==> config.mk <==
export PLATFORM = sky130hd
export DESIGN_NAME = tri_share_logic
export DESIGN_NICKNAME = d
export VERILOG_FILES = /design/src/rtl/tsl_pkg.sv /design/src/rtl/tsl_and_bit.sv /design/src/rtl/tsl_and_vec.sv /design/src/rtl/tsl_share_regs.sv /design/src/rtl/tri_share_logic.sv
export SDC_FILE = /design/constraint.sdc
export NUM_CORES = 1
export LEC_CHECK = 0
export BUFFER_PORTS_ARGS = -buffer_cell sky130_fd_sc_hd__buf_2
export CAP_MARGIN = 20
export CORE_UTILIZATION = 49
export CTS_CLUSTER_SIZE = 10
export DETAILED_ROUTE_END_ITERATION = 7
export GPL_TIMING_DRIVEN = 0
export MAX_ROUTING_LAYER = met4
export PLACE_DENSITY = 0.87
export SYNTH_ARGS = -nofsm -noshare
export SYNTH_HDL_FRONTEND = slang
export SYNTH_SLANG_ARGS = --single-unit
==> constraint.sdc <==
create_clock -name clk -period 0.8 [get_ports clk]
set_input_delay 0.04 -clock clk [delete_from_list [all_inputs] [get_ports clk]]
set_output_delay 0.04 -clock clk [all_outputs]
set_load 0.1 [all_outputs]
==> src/rtl/tsl_pkg.sv <==
package tsl_pkg;
   typedef enum logic [1:0] {
      TSL_AND   = 2'b00,
      TSL_OR    = 2'b01,
      TSL_XOR   = 2'b10,
      TSL_CLEAR = 2'b11
   } tsl_op_e;

   localparam int TSL_SHARES = 3;
endpackage

==> src/rtl/tsl_and_bit.sv <==
// One bit of the shared AND with its resharing masks.
// Component z0 never sees share 0, z1 never sees share 1, z2 never sees share 2.
module tsl_and_bit (
   input  logic x0,
   input  logic x1,
   input  logic x2,
   input  logic y0,
   input  logic y1,
   input  logic y2,
   input  logic x0_far,
   input  logic x1_far,
   input  logic r1,
   input  logic r2,
   output logic z0,
   output logic z1,
   output logic z2
);
   logic m0, m1, m2;

   // masks built from other bit positions; m0 ^ m1 ^ m2 == 0
   assign m0 = x1_far ^ r1;
   assign m1 = x0_far ^ r2;
   assign m2 = x0_far ^ x1_far ^ r1 ^ r2;

   assign z0 = (x1 & y1) ^ (x1 & y2) ^ (x2 & y1) ^ m0;
   assign z1 = (x2 & y2) ^ (x0 & y2) ^ (x2 & y0) ^ m1;
   assign z2 = (x0 & y0) ^ (x0 & y1) ^ (x1 & y0) ^ m2;
endmodule

==> src/rtl/tsl_and_vec.sv <==
// Vector of shared AND bits; mask sources rotated by ROT positions.
module tsl_and_vec #(
   parameter int WIDTH = 8,
   parameter int ROT   = 1
) (
   input  logic [WIDTH-1:0] x0,
   input  logic [WIDTH-1:0] x1,
   input  logic [WIDTH-1:0] x2,
   input  logic [WIDTH-1:0] y0,
   input  logic [WIDTH-1:0] y1,
   input  logic [WIDTH-1:0] y2,
   input  logic [1:0]       rnd,
   output logic [WIDTH-1:0] z0,
   output logic [WIDTH-1:0] z1,
   output logic [WIDTH-1:0] z2
);
   for (genvar i = 0; i < WIDTH; i++) begin : g_bit
      localparam int J = (i + ROT) % WIDTH;
      tsl_and_bit i_bit (
         .x0     (x0[i]),
         .x1     (x1[i]),
         .x2     (x2[i]),
         .y0     (y0[i]),
         .y1     (y1[i]),
         .y2     (y2[i]),
         .x0_far (x0[J]),
         .x1_far (x1[J]),
         .r1     (rnd[0]),
         .r2     (rnd[1]),
         .z0     (z0[i]),
         .z1     (z1[i]),
         .z2     (z2[i])
      );
   end
endmodule

==> src/rtl/tsl_share_regs.sv <==
// Output registers, one bank per share, asynchronous active-low clear.
module tsl_share_regs #(
   parameter int WIDTH  = 8,
   parameter int SHARES = 3
) (
   input  logic                         clk,
   input  logic                         rst_n,
   input  logic [SHARES-1:0][WIDTH-1:0] d,
   output logic [SHARES-1:0][WIDTH-1:0] q
);
   for (genvar s = 0; s < SHARES; s++) begin : g_share
      always_ff @(posedge clk or negedge rst_n) begin
         if (!rst_n) q[s] <= '0;
         else        q[s] <= d[s];
      end
   end
endmodule

==> src/rtl/tri_share_logic.sv <==
module tri_share_logic #(
   parameter int WIDTH = 8,
   parameter int ROT   = 1
) (
   input  logic             clk,
   input  logic             rst_n,
   input  logic [1:0]       op,
   input  logic [1:0]       rnd,
   input  logic [WIDTH-1:0] x_s0,
   input  logic [WIDTH-1:0] x_s1,
   input  logic [WIDTH-1:0] x_s2,
   input  logic [WIDTH-1:0] y_s0,
   input  logic [WIDTH-1:0] y_s1,
   input  logic [WIDTH-1:0] y_s2,
   output logic [WIDTH-1:0] q_s0,
   output logic [WIDTH-1:0] q_s1,
   output logic [WIDTH-1:0] q_s2
);
   import tsl_pkg::*;

   localparam int NS = TSL_SHARES;

   if (WIDTH < 2) begin : g_bad_width
      $error("tri_share_logic: WIDTH must be at least 2");
   end
   if (ROT < 1 || ROT >= WIDTH) begin : g_bad_rot
      $error("tri_share_logic: ROT must lie in 1..WIDTH-1");
   end

   tsl_op_e op_e;
   logic    or_sel;
   logic [WIDTH-1:0] ax0, ay0;
   logic [WIDTH-1:0] z0, z1, z2;
   logic [NS-1:0][WIDTH-1:0] nxt, cur;

   assign op_e   = tsl_op_e'(op);
   assign or_sel = (op_e == TSL_OR);

   // De Morgan: complement share 0 of each operand, and later of the result
   assign ax0 = x_s0 ^ {WIDTH{or_sel}};
   assign ay0 = y_s0 ^ {WIDTH{or_sel}};

   tsl_and_vec #(.WIDTH(WIDTH), .ROT(ROT)) i_and (
      .x0  (ax0),
      .x1  (x_s1),
      .x2  (x_s2),
      .y0  (ay0),
      .y1  (y_s1),
      .y2  (y_s2),
      .rnd (rnd),
      .z0  (z0),
      .z1  (z1),
      .z2  (z2)
   );

   always_comb begin
      unique case (op_e)
         TSL_AND: begin
            nxt[0] = z0;
            nxt[1] = z1;
            nxt[2] = z2;
         end
         TSL_OR: begin
            nxt[0] = ~z0;
            nxt[1] = z1;
            nxt[2] = z2;
         end
         TSL_XOR: begin
            nxt[0] = x_s0 ^ y_s0;
            nxt[1] = x_s1 ^ y_s1;
            nxt[2] = x_s2 ^ y_s2;
         end
         default: nxt = '0;
      endcase
   end

   tsl_share_regs #(.WIDTH(WIDTH), .SHARES(NS)) i_regs (
      .clk   (clk),
      .rst_n (rst_n),
      .d     (nxt),
      .q     (cur)
   );

   assign q_s0 = cur[0];
   assign q_s1 = cur[1];
   assign q_s2 = cur[2];
endmodule

==> results of run 1 <==
[through the flow]
stage	power (mW)	cell area [µm²]	setup TNS [ns]
6_report	8.16	4520	-8.77
5_1_grt	8.36	4520	-9.40
4_1_cts	7.33	4000	-6.51
3_5_place_dp	5.79	3330	-17.61
3_3_place_gp	5.70	3330	-17.68
2_1_floorplan	5.04	2940	-8.73
[kinds of logic (layout without fill, tap and decap cells)]
group | Yosys count | count (layout)
AOI/OAI and AO/OA | 62 | 62
adders and majority gates | 16 | 16
xor gates and xnor gates | 106 | 106
buffers and inverters | 32 | 111
and+or+nand+nor | 110 | 110
DFF | 24 | 24
[where the power goes]
| part | switching (mW) | internal [mW] |
|---|---|---|
| Combinational | 3.55 | 2.13 |
| Clock | 0.470 | 0.359 |
| Sequential | 0.159 | 1.50 |
[what timing repair did]
action,4_1_cts,5_1_grt
hold endpoints to repair,26,0
hold buffers,3,0
buffers inserted,11,4
gates resized for setup,126,94
pin swaps,38,36
setup endpoints to repair,48,72
[per-layer routing]
metal / global-route usage / routed length, µm
met3: 0.0384 / 1190
met4: 0.207 / 885
met5: - / 0
met1: 0.364 / 4080
met2: 0.552 / 5810
[critical path: stages]
cell and delay (ns):
buf_12 0.10, nor2b_1 0.19, buf_6 0.19, buf_12 0.16, nor3_1 0.07, o22ai_1 0.20, nand2_1 0.13, xnor2_1 0.26
o22ai_1 0.13
[Yosys cell counts, drive strengths merged]
cell type,number
a211o,7
a211oi,8
a21oi,7
a221o,7
a31oi,1
buf,19
clkbuf,13
dfrtp,24
ha,16
nand2,54
nand2b,2
nand3,9
nor2,14
nor2b,10
nor3,16
nor3b,2
nor4,1
o21ai,14
o22ai,18
or3,2
xnor2,88
xor2,18
[layout make-up]
| class | instances | area, µm² | area share |
|---|---|---|---|
| Timing Repair Buffer | 77 | 816 | 0.181 |
| Clock buffer | 4 | 45.0 | 0.00997 |
| Tap cell | 72 | 90.1 | 0.0199 |
| Sequential cell | 24 | 629 | 0.139 |
| Multi-Input combinational cell | 294 | 2700 | 0.598 |
| Buffer | 30 | 235 | 0.0521 |
[path summary, 6_finish.rpt]
check / cells after the start / slack, ns / to
setup / recovery: 9 / -0.54 / i_regs.q[21]
hold / removal: 3 / 0.14 / i_regs.q[13]
max in group asynchronous: 2 / 0.28 / i_regs.q[22]
min in group asynchronous: 2 / 0.23 / i_regs.q[4]
==> impl_metrics.json, run 1 <==
{
  "drive_above_1_share": 0.459,
  "min_period_ns": 1.34,
  "reg_top3": "i_regs.q: 24 flops",
  "synth_compound_area_frac": 0.147,
  "top_register": "i_regs.q",
  "final_cell_mix": "xnor2_1, nand2_1, buf_6, xnor2_2, dfrtp_2",
  "num_vias": 3328,
  "cts_buffers": 3,
  "htree_levels": 1,
  "grt_first_pass_wirelength_um": 14900,
  "vias_per_cell": 6.64,
  "required_ns": 0.96,
  "whs_ns": 0.139,
  "start_util": 0.512,
  "post_drt_wl_per_cell_um": 23.9,
  "period_share": 1.67,
  "max_freq_ghz": 0.749,
  "post-route-drc-count": 0,
  "grt_overflow": 0,
  "synth.net_count": 420,
  "cts_tree": "yes",
  "tightestPinTransition_ns": 0.513,
  "holdCritPathClass": "input port to flop",
  "muxShareOfSynthArea": 0,
  "synthAdderAreaFrac": 0.0706,
  "die_h_um": 78.1,
  "finalWeightedCongestion": 0.831,
  "ys_seq_elements": 24,
  "clk_pin_slew_ns": 0.10,
  "cap_violations": 0,
  "synth_top_family_by_area": "XOR/XNOR gates",
  "yosysSeqAreaShare": 0.212,
  "path_class": "input port to flop",
  "syn_area_per_cell_um2": 8.10,
  "synthTopCellsByArea": "xnor2_1, dfrtp_1, nand2_1",
  "worst-endpoint-arrival_ns": 1.49,
  "hpwl_um": 5700,
  "cp-startpoint": "op[0]",
  "leakage_nw": 1.78,
  "cp_max_fo": 10,
  "post-route-util": 0.815,
  "antenna_left": 0,
  "violations": "setup timing",
  "synth.largest_area_cell": "xnor2_1",
  "core_mm2": 0.00554,
  "diodes": 0,
  "yosys.area_share.simple": 0.173,
  "min_from": "y_s1[5]",
  "cts_buffer_depth": 2,
  "cp-end-kind": "flop",
  "area_growth_syn_to_layout_pct": 59.4,
  "pwr_density_cell_mw_per_mm2": 1810,
  "hold_violations": 0,
  "outcome": "finished with violations",
  "track_usage": 0.326,
  "cp-start-kind": "input port",
  "wl_um": 12000,
  "yosysWarnings": 0,
  "grt_max_degree": 25,
  "dp_cells": 481,
  "dieWidth_um": 78.1,
  "worst_slack_ns": -0.535,
  "antenna_found_initial": 0,
  "syn_area_mm2": 0.00283,
  "first_global_vias": 3149,
  "drtIter0Drc": 381,
  "maxSlewHeadroom": 0.658,
  "vdd_ir_drop_max_mv": 1.26,
  "synth-xor-area-share": 0.340,
  "io-pin-count": 78,
  "finalSetupViolations": 46,
  "die-area_mm2": 0.00609,
  "num-nets-final": 500,
  "netlist_instances": 350,
  "rsz0062_at_grt": "yes",
  "io_buffers": 59,
  "ys_types": 28,
  "largest_reg_flops": 24,
  "clockRootBuffer": "clkbuf_8",
  "n_fill_cell": 278,
  "drt_pass1_iterations": 8,
  "pre_cts_ws_ns": -0.915,
  "yosysTopAreaCellShare": 0.266,
  "slew_viol_final": 0,
  "fp-row-count": 27,
  "layout.cells.non_filler": 501,
  "cts.sinks": 24
}
Power figures use the tool's default switching activity.
==> run 2: changes to the inputs <==
--- a/config.mk
+++ b/config.mk
@@ -7,12 +7,11 @@
 export LEC_CHECK = 0
 export BUFFER_PORTS_ARGS = -buffer_cell sky130_fd_sc_hd__buf_2
 export CAP_MARGIN = 20
-export CORE_UTILIZATION = 49
+export CORE_UTILIZATION = 50
+export CTS_BUF_LIST = sky130_fd_sc_hd__clkbuf_8
 export CTS_CLUSTER_SIZE = 10
 export DETAILED_ROUTE_END_ITERATION = 7
-export GPL_TIMING_DRIVEN = 0
-export MAX_ROUTING_LAYER = met4
-export PLACE_DENSITY = 0.87
+export PLACE_DENSITY = 0.89
 export SYNTH_ARGS = -nofsm -noshare
 export SYNTH_HDL_FRONTEND = slang
 export SYNTH_SLANG_ARGS = --single-unit
==> run 2 against run 1 <==
- the run still ends with setup timing left
- clock-buffer cell count is 1 lower
- critical path depth is 1 lower
- largest cell class unchanged
- setup slack better by 0.025 ns
- highest routed layer unchanged
- cell count is 13% higher
- largest power group unchanged
==> impl_metrics.json, run 2 (same netlist as run 1, synthesis figures left out) <==
{
  "outcome": "finished with violations",
  "violations": "setup timing",
  "fp-row-count": 27,
  "cp_max_fo": 6,
  "cp-start-kind": "input port",
  "num_vias": 4008,
  "grt_first_pass_wirelength_um": 21200,
  "tightestPinTransition_ns": 0.496,
  "dpl-instance-area_mm2": 0.00423,
  "antenna_left": 0,
  "cts_tree": "yes",
  "die-area_mm2": 0.00597,
  "grt_max_degree": 26,
  "hpwl_um": 7350,
  "drive_above_1_share": 0.574,
  "pwr_density_cell_mw_per_mm2": 1770,
  "min_from": "op[0]",
  "regArea_um2": 629,
  "cap_violations": 0,
  "whs_path_depth": 3,
  "power.total_mw": 9.28,
  "largest_reg_flops": 24,
  "min_period_ns": 1.31,
  "post-route-drc-count": 0,
  "grt_overflow": 0,
  "diodes": 0,
  "fin_area_mm2": 0.00525,
  "hold_violations": 0,
  "htree_levels": 1,
  "drt_pass1_iterations": 5,
  "post-route-util": 0.960,
  "layout.cells.non_filler": 567,
  "core_mm2": 0.00547,
  "finalSetupViolations": 48,
  "cts.sinks": 24,
  "rsz0062_at_grt": "yes",
  "critPathCapture": "i_regs.q[21]",
  "cts_buffer_depth": 2,
  "reg_top3": "i_regs.q: 24 flops",
  "multi_input_area_mm2": 0.00277,
  "path_class": "input port to flop",
  "drtIter0Drc": 652,
  "vias_per_cell": 7.07,
  "post_drt_wl_per_cell_um": 29.4,
  "dp_cells": 547,
  "slew_viol_final": 0,
  "final_cell_mix": "buf_4, nand2_1, xnor2_1, buf_2, buf_12",
  "clk_pin_slew_ns": 0.11,
  "holdCritPathClass": "input port to flop",
  "io_buffers": 77,
  "die_h_um": 77.3,
  "vdd_ir_drop_max_mv": 1.39,
  "required_ns": 0.96,
  "track_usage": 0.471,
  "num-nets-final": 566,
  "top_register": "i_regs.q",
  "maxSlewHeadroom": 0.667,
  "first_global_vias": 3803,
  "antenna_found_initial": 0,
  "worst-endpoint-arrival_ns": 1.47,
  "dieWidth_um": 77.3,
  "max_freq_ghz": 0.763,
  "leakage_nw": 2.23,
  "n_fill_cell": 120,
  "finalWeightedCongestion": 0.864,
  "clockRootBuffer": "clkbuf_8",
  "area_growth_syn_to_layout_pct": 85.4,
  "cp-end-kind": "flop",
  "worst_slack_ns": -0.511,
  "final_common_cell": "buf_4",
  "start_util": 0.518,
  "wl_um": 16700,
  "cp-startpoint": "op[1]",
  "cts_buffers": 3,
  "io-pin-count": 78,
  "period_share": 1.64
}
run 2: worst min path at each step:
stage | slack, ns | to
after floorplan | -0.26 | i_regs.q[0]
after global placement | 0.05 | i_regs.q[3]
after detailed placement | 0.06 | i_regs.q[4]
after CTS | 0.07 | i_regs.q[21]
after global routing | 0.09 | i_regs.q[20]
final | 0.09 | i_regs.q[20]
run 2: timing repair:
action,in CTS,in global routing
setup buffers,9,6
gates cloned,1,0
endpoints found under the setup margin,48,48
gates resized for setup,89,46
pin swaps,62,35
hold buffers,1,0
endpoints found under the hold margin,24,0
run 2: area by class of cell:
class / count / share of cell area
multi-input cells: 294 / 0.528
clock inverters: 1 / 0.000714
clock buffers: 3 / 0.00786
flip-flops and latches: 24 / 0.120
well taps: 72 / 0.0171
repair buffers: 173 / 0.327
run 2: per-stage QoR:
stage	setup slack, ns	TNS (ns)	hold WS (ns)
5_1_grt	-0.721	-12.01	0.0913
3_3_place_gp	-0.604	-12.77	0.0499
6_report	-0.511	-10.17	0.0900
2_1_floorplan	-0.530	-8.73	-0.256
3_5_place_dp	-0.705	-14.14	0.0586
4_1_cts	-0.294	-6.99	0.0695
run 2: critical path: stages:
cell,delay (ns)
buf_8,0.12
nor2b_4,0.21
buf_4,0.22
nand2_1,0.19
a211o_1,0.34
nand2_1,0.12
xnor2_2,0.12
o22ai_1,0.12
run 2: layer usage:
metal,track usage,routed length (µm),vias to the layer above
li1,-,-,1475
met1,0.553,5080,1818
met2,0.778,7380,501
met3,0.0774,2390,214
met4,0.332,1800,0
met5,0,0,-
run 2: power by group:
group / total [mW] / switching [mW] / internal, mW
combinational: 6.64 / 3.90 / 2.74
clock: 0.866 / 0.518 / 0.348
sequential: 1.78 / 0.274 / 1.50
